File: src/rtl/scan_seq_pkg.sv
// Shared types for the scan sequencer: controller states and trigger codes.
package scan_seq_pkg;
    typedef enum logic [2:0] {
        ST_IDLE   = 3'd0,
        ST_WAIT   = 3'd1,
        ST_SETTLE = 3'd2,
        ST_CONV   = 3'd3,
        ST_GAP    = 3'd4
    } seq_state_t;

    typedef enum logic [1:0] {
        TRG_SW    = 2'd0,
        TRG_PACER = 2'd1,
        TRG_EXT   = 2'd2,
        TRG_NONE  = 2'd3
    } trig_src_t;
endpackage

File: src/rtl/scan_list_ram.sv
// Entry storage for the scan list. Every entry is a register pair
// (channel, gain) with a single write port and a combinational read port.
// Assumes DEPTH is a power of two so every index value names an entry.
module scan_list_ram #(
    parameter int DEPTH  = 8,
    parameter int CH_W   = 4,
    parameter int GAIN_W = 2,
    localparam int IDX_W = $clog2(DEPTH)
) (
    input  logic              clk,
    input  logic              rst_n,
    input  logic              wr_en,
    input  logic [IDX_W-1:0]  wr_idx,
    input  logic [CH_W-1:0]   wr_chan,
    input  logic [GAIN_W-1:0] wr_gain,
    input  logic [IDX_W-1:0]  rd_idx,
    output logic [CH_W-1:0]   rd_chan,
    output logic [GAIN_W-1:0] rd_gain
);
    logic [CH_W-1:0]   chan_q [DEPTH];
    logic [GAIN_W-1:0] gain_q [DEPTH];

    for (genvar e = 0; e < DEPTH; e++) begin : g_entry
        // Store one entry when the host addresses it.
        always_ff @(posedge clk) begin
            if (!rst_n) begin
                chan_q[e] <= '0;
                gain_q[e] <= '0;
            end else if (wr_en && (wr_idx == IDX_W'(e))) begin
                chan_q[e] <= wr_chan;
                gain_q[e] <= wr_gain;
            end
        end
    end

    // Present the entry selected by the controller.
    always_comb begin
        rd_chan = chan_q[rd_idx];
        rd_gain = gain_q[rd_idx];
    end
endmodule

File: src/rtl/scan_trig_gen.sv
// Trigger source selection: software level, internal pacer, or external
// rising edge. The pacer only counts while the sequencer is running.
// Assumes sw_trig and ext_trig are already synchronous to clk.
module scan_trig_gen
    import scan_seq_pkg::*;
#(
    parameter int CNT_W = 8
) (
    input  logic             clk,
    input  logic             rst_n,
    input  logic             run,
    input  logic [1:0]       src,
    input  logic [CNT_W-1:0] pacer_div,
    input  logic             sw_trig,
    input  logic             ext_trig,
    output logic             trig
);
    logic [CNT_W-1:0] pace_cnt;
    logic             ext_q;
    logic             pace_tick;

    assign pace_tick = run && (pace_cnt == pacer_div);

    // Pacer counter: free-runs modulo pacer_div+1 while running.
    always_ff @(posedge clk) begin
        if (!rst_n) begin
            pace_cnt <= '0;
        end else if (!run || pace_tick) begin
            pace_cnt <= '0;
        end else begin
            pace_cnt <= pace_cnt + CNT_W'(1);
        end
    end

    // Remember the external input to find its rising edge.
    always_ff @(posedge clk) begin
        if (!rst_n) ext_q <= 1'b0;
        else        ext_q <= ext_trig;
    end

    // Select the active trigger source.
    always_comb begin
        unique case (trig_src_t'(src))
            TRG_SW:    trig = sw_trig;
            TRG_PACER: trig = pace_tick;
            TRG_EXT:   trig = ext_trig && !ext_q;
            default:   trig = 1'b0;
        endcase
    end
endmodule

File: src/rtl/scan_seq_ctrl.sv
// Sequencing controller: walks the list, applies channel/gain, waits the
// settle time, pulses conversion start, tags results, runs bursts with a
// spacing counter, flags overruns and handles stop.
// Assumes configuration inputs stay constant while busy.
module scan_seq_ctrl
    import scan_seq_pkg::*;
#(
    parameter int IDX_W  = 3,
    parameter int CH_W   = 4,
    parameter int GAIN_W = 2,
    parameter int CNT_W  = 8,
    parameter int BLK_W  = 4
) (
    input  logic              clk,
    input  logic              rst_n,
    input  logic              cmd_start,
    input  logic              cmd_stop,
    input  logic              trig,
    input  logic              adc_done,
    input  logic              burst_mode,
    input  logic [IDX_W-1:0]  cfg_last,
    input  logic [BLK_W-1:0]  cfg_block,
    input  logic [CNT_W-1:0]  cfg_settle,
    input  logic [CNT_W-1:0]  cfg_gap,
    output logic [IDX_W-1:0]  rd_idx,
    input  logic [CH_W-1:0]   rd_chan,
    input  logic [GAIN_W-1:0] rd_gain,
    output logic [CH_W-1:0]   mux_addr,
    output logic [GAIN_W-1:0] gain_code,
    output logic              conv_start,
    output logic              res_valid,
    output logic [IDX_W-1:0]  res_index,
    output logic [CH_W-1:0]   res_chan,
    output logic              overrun,
    output logic              busy
);
    seq_state_t       state;
    logic [IDX_W-1:0] ptr;
    logic [IDX_W-1:0] cur_idx;
    logic [CNT_W-1:0] wait_cnt;
    logic [BLK_W-1:0] remaining;
    logic             stop_pend;
    logic [IDX_W-1:0] ptr_next;
    logic [BLK_W-1:0] blk_extra;

    assign busy      = (state != ST_IDLE);
    assign rd_idx    = ptr;
    assign ptr_next  = (ptr == cfg_last) ? '0 : ptr + IDX_W'(1);
    assign blk_extra = (cfg_block == '0) ? '0 : cfg_block - BLK_W'(1);

    // Main sequencing state machine with registered outputs.
    always_ff @(posedge clk) begin
        if (!rst_n) begin
            state      <= ST_IDLE;
            ptr        <= '0;
            cur_idx    <= '0;
            wait_cnt   <= '0;
            remaining  <= '0;
            stop_pend  <= 1'b0;
            mux_addr   <= '0;
            gain_code  <= '0;
            conv_start <= 1'b0;
            res_valid  <= 1'b0;
            res_index  <= '0;
            res_chan   <= '0;
            overrun    <= 1'b0;
        end else begin
            conv_start <= 1'b0;
            res_valid  <= 1'b0;
            overrun    <= trig && busy && (state != ST_WAIT);
            unique case (state)
                ST_IDLE: begin
                    if (cmd_start && !cmd_stop) state <= ST_WAIT;
                end
                ST_WAIT: begin
                    if (cmd_stop) begin
                        state <= ST_IDLE;
                        ptr   <= '0;
                    end else if (trig) begin
                        mux_addr  <= rd_chan;
                        gain_code <= rd_gain;
                        cur_idx   <= ptr;
                        wait_cnt  <= cfg_settle;
                        remaining <= burst_mode ? blk_extra : '0;
                        state     <= ST_SETTLE;
                    end
                end
                ST_SETTLE: begin
                    if (cmd_stop) begin
                        state <= ST_IDLE;
                        ptr   <= '0;
                    end else if (wait_cnt == '0) begin
                        conv_start <= 1'b1;
                        state      <= ST_CONV;
                    end else begin
                        wait_cnt <= wait_cnt - CNT_W'(1);
                    end
                end
                ST_CONV: begin
                    if (cmd_stop) stop_pend <= 1'b1;
                    if (adc_done) begin
                        res_valid <= 1'b1;
                        res_index <= cur_idx;
                        res_chan  <= mux_addr;
                        if (cmd_stop || stop_pend) begin
                            state     <= ST_IDLE;
                            ptr       <= '0;
                            stop_pend <= 1'b0;
                        end else begin
                            ptr <= ptr_next;
                            if (remaining != '0) begin
                                remaining <= remaining - BLK_W'(1);
                                wait_cnt  <= cfg_gap;
                                state     <= ST_GAP;
                            end else begin
                                state <= ST_WAIT;
                            end
                        end
                    end
                end
                ST_GAP: begin
                    if (cmd_stop) begin
                        state <= ST_IDLE;
                        ptr   <= '0;
                    end else if (wait_cnt == '0) begin
                        mux_addr  <= rd_chan;
                        gain_code <= rd_gain;
                        cur_idx   <= ptr;
                        wait_cnt  <= cfg_settle;
                        state     <= ST_SETTLE;
                    end else begin
                        wait_cnt <= wait_cnt - CNT_W'(1);
                    end
                end
                default: state <= ST_IDLE;
            endcase
        end
    end
endmodule

File: src/rtl/scan_sequencer.sv
// Top level of the scan sequencer: list storage, trigger generation and
// the sequencing controller. Assumes all inputs are synchronous to clk.
module scan_sequencer #(
    parameter int DEPTH  = 8,
    parameter int CH_W   = 4,
    parameter int GAIN_W = 2,
    parameter int CNT_W  = 8,
    parameter int BLK_W  = 4,
    localparam int IDX_W = $clog2(DEPTH)
) (
    input  logic              clk,
    input  logic              rst_n,
    input  logic              lw_en,
    input  logic [IDX_W-1:0]  lw_addr,
    input  logic [CH_W-1:0]   lw_chan,
    input  logic [GAIN_W-1:0] lw_gain,
    input  logic [IDX_W-1:0]  cfg_last,
    input  logic              cfg_burst,
    input  logic [BLK_W-1:0]  cfg_block,
    input  logic [CNT_W-1:0]  cfg_settle,
    input  logic [CNT_W-1:0]  cfg_gap,
    input  logic [1:0]        cfg_src,
    input  logic [CNT_W-1:0]  cfg_pacer_div,
    input  logic              cmd_start,
    input  logic              cmd_stop,
    input  logic              sw_trig,
    input  logic              ext_trig,
    input  logic              adc_done,
    output logic [CH_W-1:0]   mux_addr,
    output logic [GAIN_W-1:0] gain_code,
    output logic              conv_start,
    output logic              res_valid,
    output logic [IDX_W-1:0]  res_index,
    output logic [CH_W-1:0]   res_chan,
    output logic              overrun,
    output logic              busy
);
    logic [IDX_W-1:0]  rd_idx;
    logic [CH_W-1:0]   rd_chan;
    logic [GAIN_W-1:0] rd_gain;
    logic              trig;

    scan_list_ram #(.DEPTH(DEPTH), .CH_W(CH_W), .GAIN_W(GAIN_W)) u_list (
        .clk(clk), .rst_n(rst_n),
        .wr_en(lw_en), .wr_idx(lw_addr), .wr_chan(lw_chan), .wr_gain(lw_gain),
        .rd_idx(rd_idx), .rd_chan(rd_chan), .rd_gain(rd_gain)
    );

    scan_trig_gen #(.CNT_W(CNT_W)) u_trig (
        .clk(clk), .rst_n(rst_n), .run(busy), .src(cfg_src),
        .pacer_div(cfg_pacer_div), .sw_trig(sw_trig), .ext_trig(ext_trig),
        .trig(trig)
    );

    scan_seq_ctrl #(
        .IDX_W(IDX_W), .CH_W(CH_W), .GAIN_W(GAIN_W), .CNT_W(CNT_W), .BLK_W(BLK_W)
    ) u_ctrl (
        .clk(clk), .rst_n(rst_n), .cmd_start(cmd_start), .cmd_stop(cmd_stop),
        .trig(trig), .adc_done(adc_done), .burst_mode(cfg_burst),
        .cfg_last(cfg_last), .cfg_block(cfg_block), .cfg_settle(cfg_settle),
        .cfg_gap(cfg_gap), .rd_idx(rd_idx), .rd_chan(rd_chan), .rd_gain(rd_gain),
        .mux_addr(mux_addr), .gain_code(gain_code), .conv_start(conv_start),
        .res_valid(res_valid), .res_index(res_index), .res_chan(res_chan),
        .overrun(overrun), .busy(busy)
    );
endmodule

File: config.mk
export PLATFORM = sky130hd
export DESIGN_NAME = scan_sequencer
export DESIGN_NICKNAME = d
export VERILOG_FILES = /design/src/rtl/scan_seq_pkg.sv /design/src/rtl/scan_list_ram.sv /design/src/rtl/scan_trig_gen.sv /design/src/rtl/scan_seq_ctrl.sv /design/src/rtl/scan_sequencer.sv
export SDC_FILE = /design/constraint.sdc
export NUM_CORES = 1
export LEC_CHECK = 0
export BUFFER_PORTS_ARGS = -buffer_cell sky130_fd_sc_hd__buf_2
export CAP_MARGIN = 20
export CORE_AREA = 2 2 109 111
export DETAILED_ROUTE_END_ITERATION = 8
export DIE_AREA = 0 0 111 113
export PLACE_DENSITY = 0.65
export SYNTH_ARGS = -nofsm -noshare
export SYNTH_HDL_FRONTEND = slang
export SYNTH_SLANG_ARGS = --single-unit
File: constraint.sdc
create_clock -name clk -period 4.37 [get_ports clk]
set_input_delay 0.2185 -clock clk [delete_from_list [all_inputs] [get_ports clk]]
set_output_delay 0.2185 -clock clk [all_outputs]
set_load 0.05 [all_outputs]
==> qor.yml, run 1 <==
placed_design:
  placed_area_um2: 5425
  dpl_worst_slack_ps: 1642
  dp_hpwl_mm: 7.950
  port_buffers: 67
  numPlacedInstances: 663
  gp_congestion: 0.9081
worst_setup_path:
  ff2ff_setup_slack_ps: 1650
  ff2ff_path_depth: 6
  path_class: "flop to flop"
  critPathMaxStageDelay_ps: 840
  cp-start-kind: "flop"
  critPathRequiredTime_ps: 4610
  endpoint: "u_ctrl.mux_addr[3]"
  arrival_ps: 2960
  critPathLaunch: "u_ctrl.state[0]"
  r2r_start: "u_ctrl.state[0]"
  cp-end-kind: "flop"
  r2r_end: "u_ctrl.mux_addr[3]"
  critPathMaxFanout: 27
  worstPathCellList: "or3_4 > and3b_1 > nand4_2 > a311oi_4 > nand2_1 > o211a_1"
  cp_slowest_cell: "dfxtp_1"
cts:
  cts_root_buffer: "clkbuf_16"
  cts_tree: "done"
  htree_levels: 3
  postCtsSetupRepairBufs: 0
  numCtsBuffers: 9
  clock_latency_ps: 340
  clock-sinks: 98
  cts_hold_buf: 0
  cts_buffer_depth: 2
  ctsResizeCount: 0
  cts.clk_slew.worst_paths_ps: 60
min_path:
  hold_start: "ext_trig"
  hp-class: "primary input to flop"
synth:
  synth-edff-count: 48
  ys_seq_elements: 98
  synth_area_leaders: "edfxtp_1, dfxtp_1, and2_1"
  ys_types: 61
  syn_avg_cell_area_um2: 10.57
  synth_top_area_frac: 0.2872
  synth-seq-area-share: 0.4867
  synth_top_area_cell: "edfxtp_1"
  yosysWarnings: 0
  synthArstFlopShare: 0
  ys.flop_type: "dfxtp_1"
  yosys-top-cells-count: "and2_1, nand2_1, dfxtp_1, edfxtp_1, nor2_1"
  syn_nets: 533
  synthCells: 475
  netlist_area_um2: 5019
pwr:
  powerDensity_nw_per_um2: 335.7
  leakage_nw: 2.233
  p_sw_frac: 0.2353
  p_int_mw: 1.462
  pwr-share-comb: 0.092
  clkPwrFrac: 0.374
  switching_power_uw: 450.0
  ir_drop_mv: 0.2888
  p_seq_frac: 0.534
sta:
  fin_crit_ps: 2722
  fin_tns_setup_ps: 0
  finalHoldViolations: 0
  setup_violations: 0
  timing.final.ws_setup_ps: 1648
  clock_skew_ps: 6.979
  tightestPinTransition_ps: 1052
  period_share: 0.6229
  max_freq_mhz: 367.4
  slew_violations: 0
  rsz0062_at_grt: "no"
  slew_headroom: 0.2986
layout:
  area_growth_pct: 13.51
  stdcell_area_um2: 5697
  fin_cells: 680
  n_antenna_cell: 0
  layout-drive-gt1-share: 0.2067
  nets: 590
  nFillCells: 1027
grt:
  antenna_found_initial: 0
  grt_pass1_wl_mm: 18.16
  grt_usage: 0.1828
  overflow: 0
  grt_max_degree: 65
  grt_pass1_vias: 3670
drt:
  drc: 0
  drt_iter0_drc: 213
  vias_per_cell: 5.441
  wl_per_cell_um: 16.10
  met3_length_um: 560
  dr.max_layer_used: "met4"
  postRouteAntennaNets: 0
  num_vias: 3700
  drt-pass1-iter-count: 5
  wl_met1_mm: 4.675
  wl_mm: 10.95
  met2_length_mm: 5.606
floorplan:
  chipWidth_um: 111
  rows: 39
  io_pins: 68
  dieHeight_um: 113
  floorplan.initialDensity: 0.4452
  dieArea_um2: 12540
  core_area_um2: 11270
job:
  drv_cap: 0
status:
  status: "finished clean"
## layer usage
metal,track usage,up-vias
met5,0,-
met4,0.05000,0
met3,0.05570,11
met2,0.3178,82
met1,0.2219,1758
li1,-,1849
## cell type report
class | instances | area [um2] | area share
well taps | 143 | 178.9 | 0.03141
multi-input cells | 344 | 2427 | 0.4261
clock buffers | 13 | 240.2 | 0.04217
clock inverters | 3 | 26.28 | 0.004612
inverters | 11 | 41.29 | 0.007248
flip-flops and latches | 98 | 2442 | 0.4287
repair buffers | 68 | 340.3 | 0.05974
## through the flow
stage / utilization / power [mW] / hold WS (ps)
2_1_floorplan: - / 1.151 / 340.2
3_3_place_gp: 0.4813 / 1.211 / 437.0
3_5_place_dp: 0.4813 / 1.218 / 447.0
4_1_cts: 0.5049 / 1.932 / 90.60
5_1_grt: 0.5054 / 1.985 / 100.6
6_report: 0.5054 / 1.912 / 98.31
## power groups by stage
stage | Combinational [mW] | Sequential, mW | Clock [mW]
2_1_floorplan | 0.120 | 1.03 | 0
4_1_cts | 0.177 | 1.02 | 0.735
3_5_place_dp | 0.176 | 1.04 | 0
6_report | 0.175 | 1.02 | 0.716
5_1_grt | 0.195 | 1.03 | 0.765
3_3_place_gp | 0.171 | 1.04 | 0
## registers in the layout (all words and copies together), names as in the netlist, 2 cells and up, named ones only
| register | count |
|---|---|
| u_ctrl.state | 3 |
| u_ctrl.remaining | 4 |
| u_list.chan_q | 32 |
| u_ctrl.mux_addr | 4 |
| u_ctrl.rd_idx | 3 |
| u_ctrl.res_chan | 4 |
| u_list.gain_q | 16 |
| u_ctrl.cur_idx | 3 |
| u_trig.pace_cnt | 8 |
| u_ctrl.res_index | 3 |
| u_ctrl.wait_cnt | 8 |
| u_ctrl.gain_code | 2 |
## cells by family after synthesis
group	synth area share
flip-flops	0.4867
buffers and inverters	0.02967
AND/OR/NAND/NOR	0.2157
AO/OA/AOI/OAI	0.1476
adder cells (fa/ha/maj)	0.01745
multiplexers	0.06806
XOR/XNOR	0.03490
## worst min path at each step
stage / to / slack [ps] / cells past startpoint
after global placement: u_trig.ext_q / 440 / 2
after detailed placement: u_trig.ext_q / 450 / 2
final: u_trig.ext_q / 100 / 2
after global routing: u_trig.ext_q / 100 / 2
after CTS: u_trig.ext_q / 90 / 2
after floorplan: u_trig.ext_q / 340 / 1
## layout by cell type (no fill, tap or decap), types with 6 or more instances in the layout
master / count
mux2i_1: 6
xor2_1: 13
nor2_1: 29
nand3_1: 17
o211a_1: 9
nor3_1: 9
ha_1: 7
nor2b_1: 6
clkbuf_16: 9
xnor2_1: 7
dfxtp_1: 50
a21oi_1: 19
mux4_2: 12
inv_1: 11
and3_1: 6
nand2b_1: 8
buf_2: 67
edfxtp_1: 48
nand2_1: 51
and2_1: 51
a21boi_0: 10
o21ai_0: 17
## worst max-delay path, delay by kind of cell (launching register included)
family / cells / cell delay (ps)
DFF: 1 / 840
AOI/OAI and AO/OA: 2 / 950
and+or+nand+nor: 4 / 800
Note: power is estimated with default switching activity, not from simulation.
==> run 2: changes to the inputs <==
--- a/config.mk
+++ b/config.mk
@@ -5,12 +5,13 @@
 export SDC_FILE = /design/constraint.sdc
 export NUM_CORES = 1
 export LEC_CHECK = 0
+export ABC_AREA = 1
 export BUFFER_PORTS_ARGS = -buffer_cell sky130_fd_sc_hd__buf_2
 export CAP_MARGIN = 20
 export CORE_AREA = 2 2 109 111
 export DETAILED_ROUTE_END_ITERATION = 8
 export DIE_AREA = 0 0 111 113
-export PLACE_DENSITY = 0.65
+export PLACE_DENSITY = 0.67
 export SYNTH_ARGS = -nofsm -noshare
 export SYNTH_HDL_FRONTEND = slang
 export SYNTH_SLANG_ARGS = --single-unit
==> constraint.sdc (replaced) <==
create_clock -name clk -period 2.3 [get_ports clk]
set_input_delay 0.115 -clock clk [delete_from_list [all_inputs] [get_ports clk]]
set_output_delay 0.115 -clock clk [all_outputs]
set_load 0.05 [all_outputs]
==> run 2 against run 1 <==
Effect of this change: clock power up 120%; final cell count up 27%; total power increased to 3.2 times the previous value; register-to-register slack lost 1100 ps; sequential power increased by 120%.
==> qor.yml, run 2 <==
synth:
  synthCells: 651  # was 475
  syn_avg_cell_area_um2: 7.669  # was 10.57 um2
  syn_nets: 709  # was 533
  netlist_area_um2: 4992  # was 5019 um2
  synth_area_leaders: "edfxtp_1, dfxtp_1, nand2_1"  # was edfxtp_1, dfxtp_1, and2_1
  synth-seq-area-share: 0.4892  # was 0.4867
  yosysMostFrequentCell: "nand2_1"
  yosysWarnings: 0  # unchanged
  ys.flop_type: "dfxtp_1"  # unchanged
  synth_top_area_cell: "edfxtp_1"  # unchanged
  synth-edff-count: 48  # unchanged
  ys_types: 38  # was 61
  synthArstFlopShare: 0  # unchanged
  synth_top_area_frac: 0.2887  # was 0.2872
  yosys-top-cells-count: "nand2_1, nor2_1, inv_1, nand3_1, dfxtp_1"  # was and2_1, nand2_1, dfxtp_1, edfxtp_1, nor2_1
  ys_seq_elements: 98  # unchanged
layout:
  area_growth_pct: 15.36  # was 13.51%
  post-route-util: 0.5109  # was 0.5054
  nets: 773  # was 590
  n_antenna_cell: 0  # unchanged
  layout_commonest_cell: "nand2_1"  # was buf_2
  largestRegisters: "u_list.chan_q (32), u_list.gain_q (16)"  # unchanged
  regMostFlops: "u_list.chan_q"  # unchanged
  nFillCells: 1112  # was 1,027
  final_cell_mix: "nand2_1, nor2_1, inv_1"  # was buf_2, nand2_1, and2_1
  largest_register_ffs: 32  # unchanged
  fin_cells: 863  # was 680
  layout-drive-gt1-share: 0.1403  # was 0.2067
  stdcell_area_um2: 5759  # was 5697 um2
worst_setup_path:
  path_class: "flop to flop"  # unchanged
  ff2ff_setup_slack_ps: 540  # was 1650 ps
  cp_common_cell: "nand2_1"
  critPathLaunch: "u_ctrl.wait_cnt[0]"  # was u_ctrl.state[0]
  critPathMaxFanout: 16  # was 27
  r2r_start: "u_ctrl.wait_cnt[0]"  # was u_ctrl.state[0]
  cp_slowest_cell: "dfxtp_1"  # unchanged
  cp-end-kind: "flop"  # unchanged
  critPathMaxStageDelay_ps: 310  # was 840 ps
  worstPathCellList: "inv_1 > ha_1 > nand3_1 > nor2_1 > inv_1 > nand2_1 > a22oi_1 > nand3_4 > nand2_1 > nand2_1 > nor2_1"  # was or3_4 > and3b_1 > nand4_2 > a311oi_4 > nand2_1 > o211a_1
  critPathRequiredTime_ps: 2580  # was 4610 ps
  cp_num_buf_inv: 2  # was 0
  cp-start-kind: "flop"  # unchanged
  arrival_ps: 2040  # was 2960 ps
  ff2ff_path_depth: 11  # was 6
  critPathTopFamily: "simple AND/OR/NAND/NOR gates"  # was compound AO/OA/AOI/OAI gates
  r2r_end: "u_ctrl.wait_cnt[0]"  # was u_ctrl.mux_addr[3]
cts:
  clock-sinks: 98  # unchanged
  htree_levels: 3  # unchanged
  cts.clk_slew.worst_paths_ps: 70  # was 60 ps
  clock_latency_ps: 350  # was 340 ps
  numCtsBuffers: 9  # unchanged
  ctsResizeCount: 0  # unchanged
  cts_tree: "done"  # unchanged
  cts_buffer_depth: 2  # unchanged
  postCtsSetupRepairBufs: 0  # unchanged
  cts_hold_buf: 1  # was 0
  cts_root_buffer: "clkbuf_16"  # unchanged
sta:
  slew_violations: 0  # unchanged
  period_share: 0.7650  # was 0.6229
  max_freq_mhz: 568.3  # was 367.4 MHz
  fin_tns_setup_ps: 0  # unchanged
  whs_ps: 104.9  # was 98.31 ps
  clock_skew_ps: 8.040  # was 6.979 ps
  slew_headroom: 0.4167  # was 0.2986
  finalHoldViolations: 0  # unchanged
  setup_violations: 0  # unchanged
  rsz0062_at_grt: "no"  # unchanged
  timing.final.ws_setup_ps: 540.5  # was 1648 ps
  fin_crit_ps: 1759  # was 2722 ps
  tightestPinTransition_ps: 865.7  # was 1052 ps
placed_design:
  port_buffers: 67  # unchanged
  numPlacedInstances: 846  # was 663
  gp_congestion: 0.9023  # was 0.9081
  dp_hpwl_mm: 8.307  # was 7.950 mm
  dpl_worst_slack_ps: 570.7  # was 1642 ps
  placed_area_um2: 5436  # was 5425 um2
floorplan:
  core_area_um2: 11270  # unchanged
  dieArea_um2: 12540  # unchanged
  dieHeight_um: 113  # unchanged
  floorplan.initialDensity: 0.4429  # was 0.4452
  rows: 39  # unchanged
  chipWidth_um: 111  # unchanged
  io_pins: 68  # unchanged
grt:
  grt_usage: 0.1890  # was 0.1828
  grt_pass1_vias: 4064  # was 3,670
  grt_max_degree: 32  # was 65
  overflow: 0  # unchanged
  antenna_found_initial: 0  # unchanged
  grt_pass1_wl_mm: 19.09  # was 18.16 mm
min_path:
  hold_path_end: "u_ctrl.wait_cnt[1]"  # was u_trig.ext_q
  hold_start: "cfg_settle[1]"  # was ext_trig
  hold_depth: 5  # was 2
  hp-class: "primary input to flop"  # unchanged
pwr:
  powerDensity_nw_per_um2: 1063  # was 335.7 nW/um2
  leakage_nw: 2.692  # was 2.233 nW
  p_int_mw: 3.719  # was 1.462 mW
  p_sw_frac: 0.3923  # was 0.2353
  pwr-share-comb: 0.385  # was 0.092
  clkPwrFrac: 0.253  # was 0.374
  switching_power_mw: 2.401  # was 450.0 uW
  p_seq_frac: 0.362  # was 0.534
  ir_drop_mv: 0.4845  # was 0.2888 mV
  total_power_mw: 6.120  # was 1.912 mW
status:
  status: "finished clean"  # unchanged
job:
  drv_cap: 0  # unchanged
drt:
  wl_per_cell_um: 13.10  # was 16.10 um
  drt_iter0_drc: 270  # was 213
  vias_per_cell: 4.968  # was 5.441
  num_vias: 4287  # was 3,700
  drt-pass1-iter-count: 4  # was 5
  drc: 0  # unchanged
  wl_mm: 11.31  # was 10.95 mm
  postRouteAntennaNets: 0  # unchanged
-- run 2: power by group through the flow --
stage / Clock (mW) / Sequential [mW] / Combinational, mW
CTS: 1.58 / 2.21 / 2.35
detailed placement: 0 / 2.25 / 2.34
finish: 1.55 / 2.22 / 2.36
global route: 1.65 / 2.24 / 2.70
floorplan: 0 / 2.34 / 1.79
global placement: 0 / 2.24 / 2.29
-- run 2: layout make-up --
cell class,instances,area [um2],share of cell area
tap,143,178.9,0.03107
clock inverter,5,48.80,0.008473
clock buffer,11,264.0,0.04584
multi-input combinational,457,2168,0.3765
sequential,98,2442,0.4241
inverter,79,296.5,0.05149
timing repair buffer,70,360.3,0.06257
-- run 2: worst register-to-register path, stage by stage (launching register included) --
cell,delay (ps)
dfxtp_1,310
inv_1,80
ha_1,210
nand3_1,80
nor2_1,60
inv_1,130
nand2_1,70
a22oi_1,260
nand3_4,230
nand2_1,120
nand2_1,50
nor2_1,100
-- run 2: logic make-up (layout without fill, tap and decap cells) --
logic type / count (synthesis) / after routing / share of synthesized area
AOI/OAI and AO/OA: 43 / 43 / 0.05940
adders and majority gates: 7 / 7 / 0.01754
xor gates and xnor gates: 15 / 15 / 0.02632
and+or+nand+nor: 392 / 392 / 0.3311
buffers and inverters: 96 / 165 / 0.07644
DFF: 98 / 98 / 0.4892
-- run 2: worst max-delay path by stage --
stage | end | depth (start not counted)
3_3_place_gp | u_ctrl.wait_cnt[7] | 11
6_report | u_ctrl.wait_cnt[0] | 11
2_1_floorplan | u_ctrl.state[2] | 10
4_1_cts | u_ctrl.wait_cnt[0] | 11
5_1_grt | u_ctrl.wait_cnt[4] | 11
3_5_place_dp | u_ctrl.wait_cnt[0] | 11
-- run 2: routing by layer --
| layer | up-vias | track usage | share of wire |
|---|---|---|---|
| met5 | - | 0 | 0 |
| met4 | 0 | 0.05583 | 0.015 |
| met3 | 14 | 0.04178 | 0.051 |
| met2 | 114 | 0.3284 | 0.48 |
| met1 | 1945 | 0.2378 | 0.45 |
| li1 | 2214 | - | - |
==> run 3: changes to the inputs <==
--- a/config.mk
+++ b/config.mk
@@ -11,7 +11,7 @@
 export CORE_AREA = 2 2 109 111
 export DETAILED_ROUTE_END_ITERATION = 8
 export DIE_AREA = 0 0 111 113
-export PLACE_DENSITY = 0.67
+export PLACE_DENSITY = 0.65
 export SYNTH_ARGS = -nofsm -noshare
 export SYNTH_HDL_FRONTEND = slang
 export SYNTH_SLANG_ARGS = --single-unit
==> constraint.sdc (replaced) <==
create_clock -name clk -period 1.8 [get_ports clk]
set_input_delay 0.09 -clock clk [delete_from_list [all_inputs] [get_ports clk]]
set_output_delay 0.09 -clock clk [all_outputs]
set_load 0.05 [all_outputs]
==> run 3 against run 2 <==
Effect of this change: final cell count rose by 1.2%; critical path type unchanged; largest power group unchanged; count of clock-buffer cells in the layout fell by 1; sequential share of layout area fell by 1.1 points.
==> qor.yml, run 3 (synthesis results as in run 2) <==
status:
  status: "finished clean"  # unchanged
cts:
  clock_latency_ps: 340  # was 350 ps
  clock-sinks: 98  # unchanged
  numCtsBuffers: 9  # unchanged
  htree_levels: 3  # unchanged
  cts_tree: "done"  # unchanged
  cts_buffer_depth: 2  # unchanged
  cts_root_buffer: "clkbuf_16"  # unchanged
  cts.clk_slew.worst_paths_ps: 70  # about the same
drt:
  drt_iter0_drc: 224  # was 270
  met2_length_mm: 5.758  # was 5.457 mm
  postRouteAntennaNets: 0  # unchanged
  wl_per_cell_um: 13.27  # was 13.10 um
  wl_met1_mm: 5.071  # was 5.099 mm
  wl_mm: 11.59  # was 11.31 mm
  vias_per_cell: 4.950  # was 4.968
  drt-pass1-iter-count: 6  # was 4
  dr.max_layer_used: "met4"  # unchanged
  met3_length_um: 535  # was 574 um
  num_vias: 4321  # was 4,287
  drc: 0  # unchanged
floorplan:
  dieHeight_um: 113  # unchanged
  dieArea_um2: 12540  # unchanged
  floorplan.initialDensity: 0.4429  # unchanged
  io_pins: 68  # unchanged
  core_area_um2: 11270  # unchanged
  chipWidth_um: 111  # unchanged
  rows: 39  # unchanged
placed_design:
  dp_hpwl_mm: 8.195  # was 8.307 mm
  port_buffers: 67  # unchanged
  placed_area_um2: 5451  # was 5436 um2
  dpl_worst_slack_ps: 35.75  # was 570.7 ps
  gp_congestion: 0.8809  # was 0.9023
sta:
  fin_crit_ps: 1715  # was 1759 ps
  setup_violations: 0  # unchanged
  finalHoldViolations: 0  # unchanged
  tightestPinTransition_ps: 865.3  # was 865.7 ps
  clock_skew_ps: 8.038  # was 8.040 ps
  max_freq_mhz: 583.2  # was 568.3 MHz
  timing.final.ws_setup_ps: 85.39  # was 540.5 ps
  period_share: 0.9526  # was 0.7650
  rsz0062_at_grt: "yes"  # was no
  slew_violations: 0  # unchanged
  slew_headroom: 0.4171  # was 0.4167
layout:
  final_cell_mix: "nand2_1, nor2_1, inv_1"  # unchanged
  n_antenna_cell: 0  # unchanged
  layout-drive-gt1-share: 0.1808  # was 0.1403
  nets: 783  # was 773
  largest_register_ffs: 32  # unchanged
  regMostFlops: "u_list.chan_q"  # unchanged
  layout_commonest_cell: "nand2_1"  # unchanged
  stdcell_area_um2: 5929  # was 5759 um2
  largestRegisters: "u_list.chan_q (32), u_list.gain_q (16)"  # unchanged
  area_growth_pct: 18.77  # was 15.36%
worst_setup_path:
  r2r_end: "u_ctrl.wait_cnt[3]"  # was u_ctrl.wait_cnt[0]
  worstPathCellList: "inv_1 > ha_1 > nand3_1 > nor2_2 > inv_2 > nand2_2 > a22oi_2 > buf_4 > nand3_4 > nand2_2 > nand2_1 > nor2_1"  # was inv_1 > ha_1 > nand3_1 > nor2_1 > inv_1 > nand2_1 > a22oi_1 > nand3_4 > nand2_1 > nand2_1 > nor2_1
  path_class: "flop to flop"  # unchanged
  cp-start-kind: "flop"  # unchanged
  arrival_ps: 1980  # was 2040 ps
  cp_common_cell: "nand2_2"  # was nand2_1
  critPathRequiredTime_ps: 2070  # was 2580 ps
  critPathMaxFanout: 8  # was 16
  ff2ff_path_depth: 12  # was 11
  cp_slowest_cell: "dfxtp_1"  # unchanged
  r2r_start: "u_ctrl.wait_cnt[0]"  # unchanged
  cp-end-kind: "flop"  # unchanged
  critPathMaxStageDelay_ps: 310  # about the same
  ff2ff_setup_slack_ps: 90  # was 540 ps
pwr:
  powerDensity_nw_per_um2: 1387  # was 1063 nW/um2
  ir_drop_mv: 0.5833  # was 0.4845 mV
  leakage_nw: 2.733  # was 2.692 nW
grt:
  grt_max_degree: 27  # was 32
  antenna_found_initial: 0  # unchanged
  grt_pass1_vias: 4173  # was 4,064
  grt_pass1_wl_mm: 19.09  # about the same
  overflow: 0  # unchanged
  grt_usage: 0.1862  # was 0.1890
min_path:
  hp-class: "primary input to flop"  # unchanged
  hold_path_end: "u_ctrl.wait_cnt[6]"  # was u_ctrl.wait_cnt[1]
  hold_depth: 5  # unchanged
  hold_start: "cfg_settle[6]"  # was cfg_settle[1]
job:
  drv_cap: 0  # unchanged
==> run 3: cell types whose count changed in the layout (fill, tap and decap cells not counted), sizes merged <==
cell	change
buf	+8
clkbuf	-1
clkinvlp	+1
nand3	+2
==> run 3: how the worst max path moves through the flow <==
stage / to / from
floorplan: u_ctrl.state[2] / u_ctrl.state[1]
global placement: u_ctrl.wait_cnt[6] / u_ctrl.wait_cnt[0]
detailed placement: u_ctrl.wait_cnt[5] / u_ctrl.wait_cnt[0]
CTS: u_ctrl.wait_cnt[5] / u_ctrl.wait_cnt[0]
global route: u_ctrl.wait_cnt[1] / u_ctrl.wait_cnt[0]
finish: u_ctrl.wait_cnt[3] / u_ctrl.wait_cnt[0]
==> run 3: cell type report <==
cell class              count  area, um2
clock buffers              10      229.0
repair buffers             78      420.4
inverters                  79      296.5
flip-flops and latches     98       2449
clock inverters             6      66.31
well taps                 143      178.9
multi-input cells         459       2290
fillers                  1059       5343
==> run 3: worst max-delay path: cells and delay by family, from the launching register on <==
kind	cells	cell delay, ps
DFF	1	310
and+or+nand+nor	7	590
AOI/OAI and AO/OA	1	190
adders and majority gates	1	210
buffers and inverters	3	350
==> run 3: where the power goes <==
group,switching (mW),internal (mW)
Clock,0.813,1.09
Sequential,0.179,2.66
Combinational,2.30,1.19
Total,3.29,4.93
==> run 3: metrics by stage <==
step	instances	hold slack (ps)	TNS [ps]	utilization	total power, mW
final	873	86.75	0	0.5260	8.223
after floorplan	651	183.5	0	-	5.284
after CTS	865	81.30	0	0.5107	7.791
after detailed placement	848	288.6	0	0.4836	5.883
after global placement	848	286.3	0	0.4836	5.812
after global routing	873	128.5	-100.9	0.5260	8.829
==> run 3: timing repair <==
item	4_1_cts	5_1_grt
setup buffers	0	6
endpoints found under the setup margin	0	28
hold buffers	1	0
resized for setup	0	31
endpoints found under the hold margin	1	0
==> run 3: layer usage <==
metal	track usage	up-vias
met5	0	-
met4	0.07833	0
met3	0.02089	19
met2	0.3309	117
met1	0.2314	1952
li1	-	2233
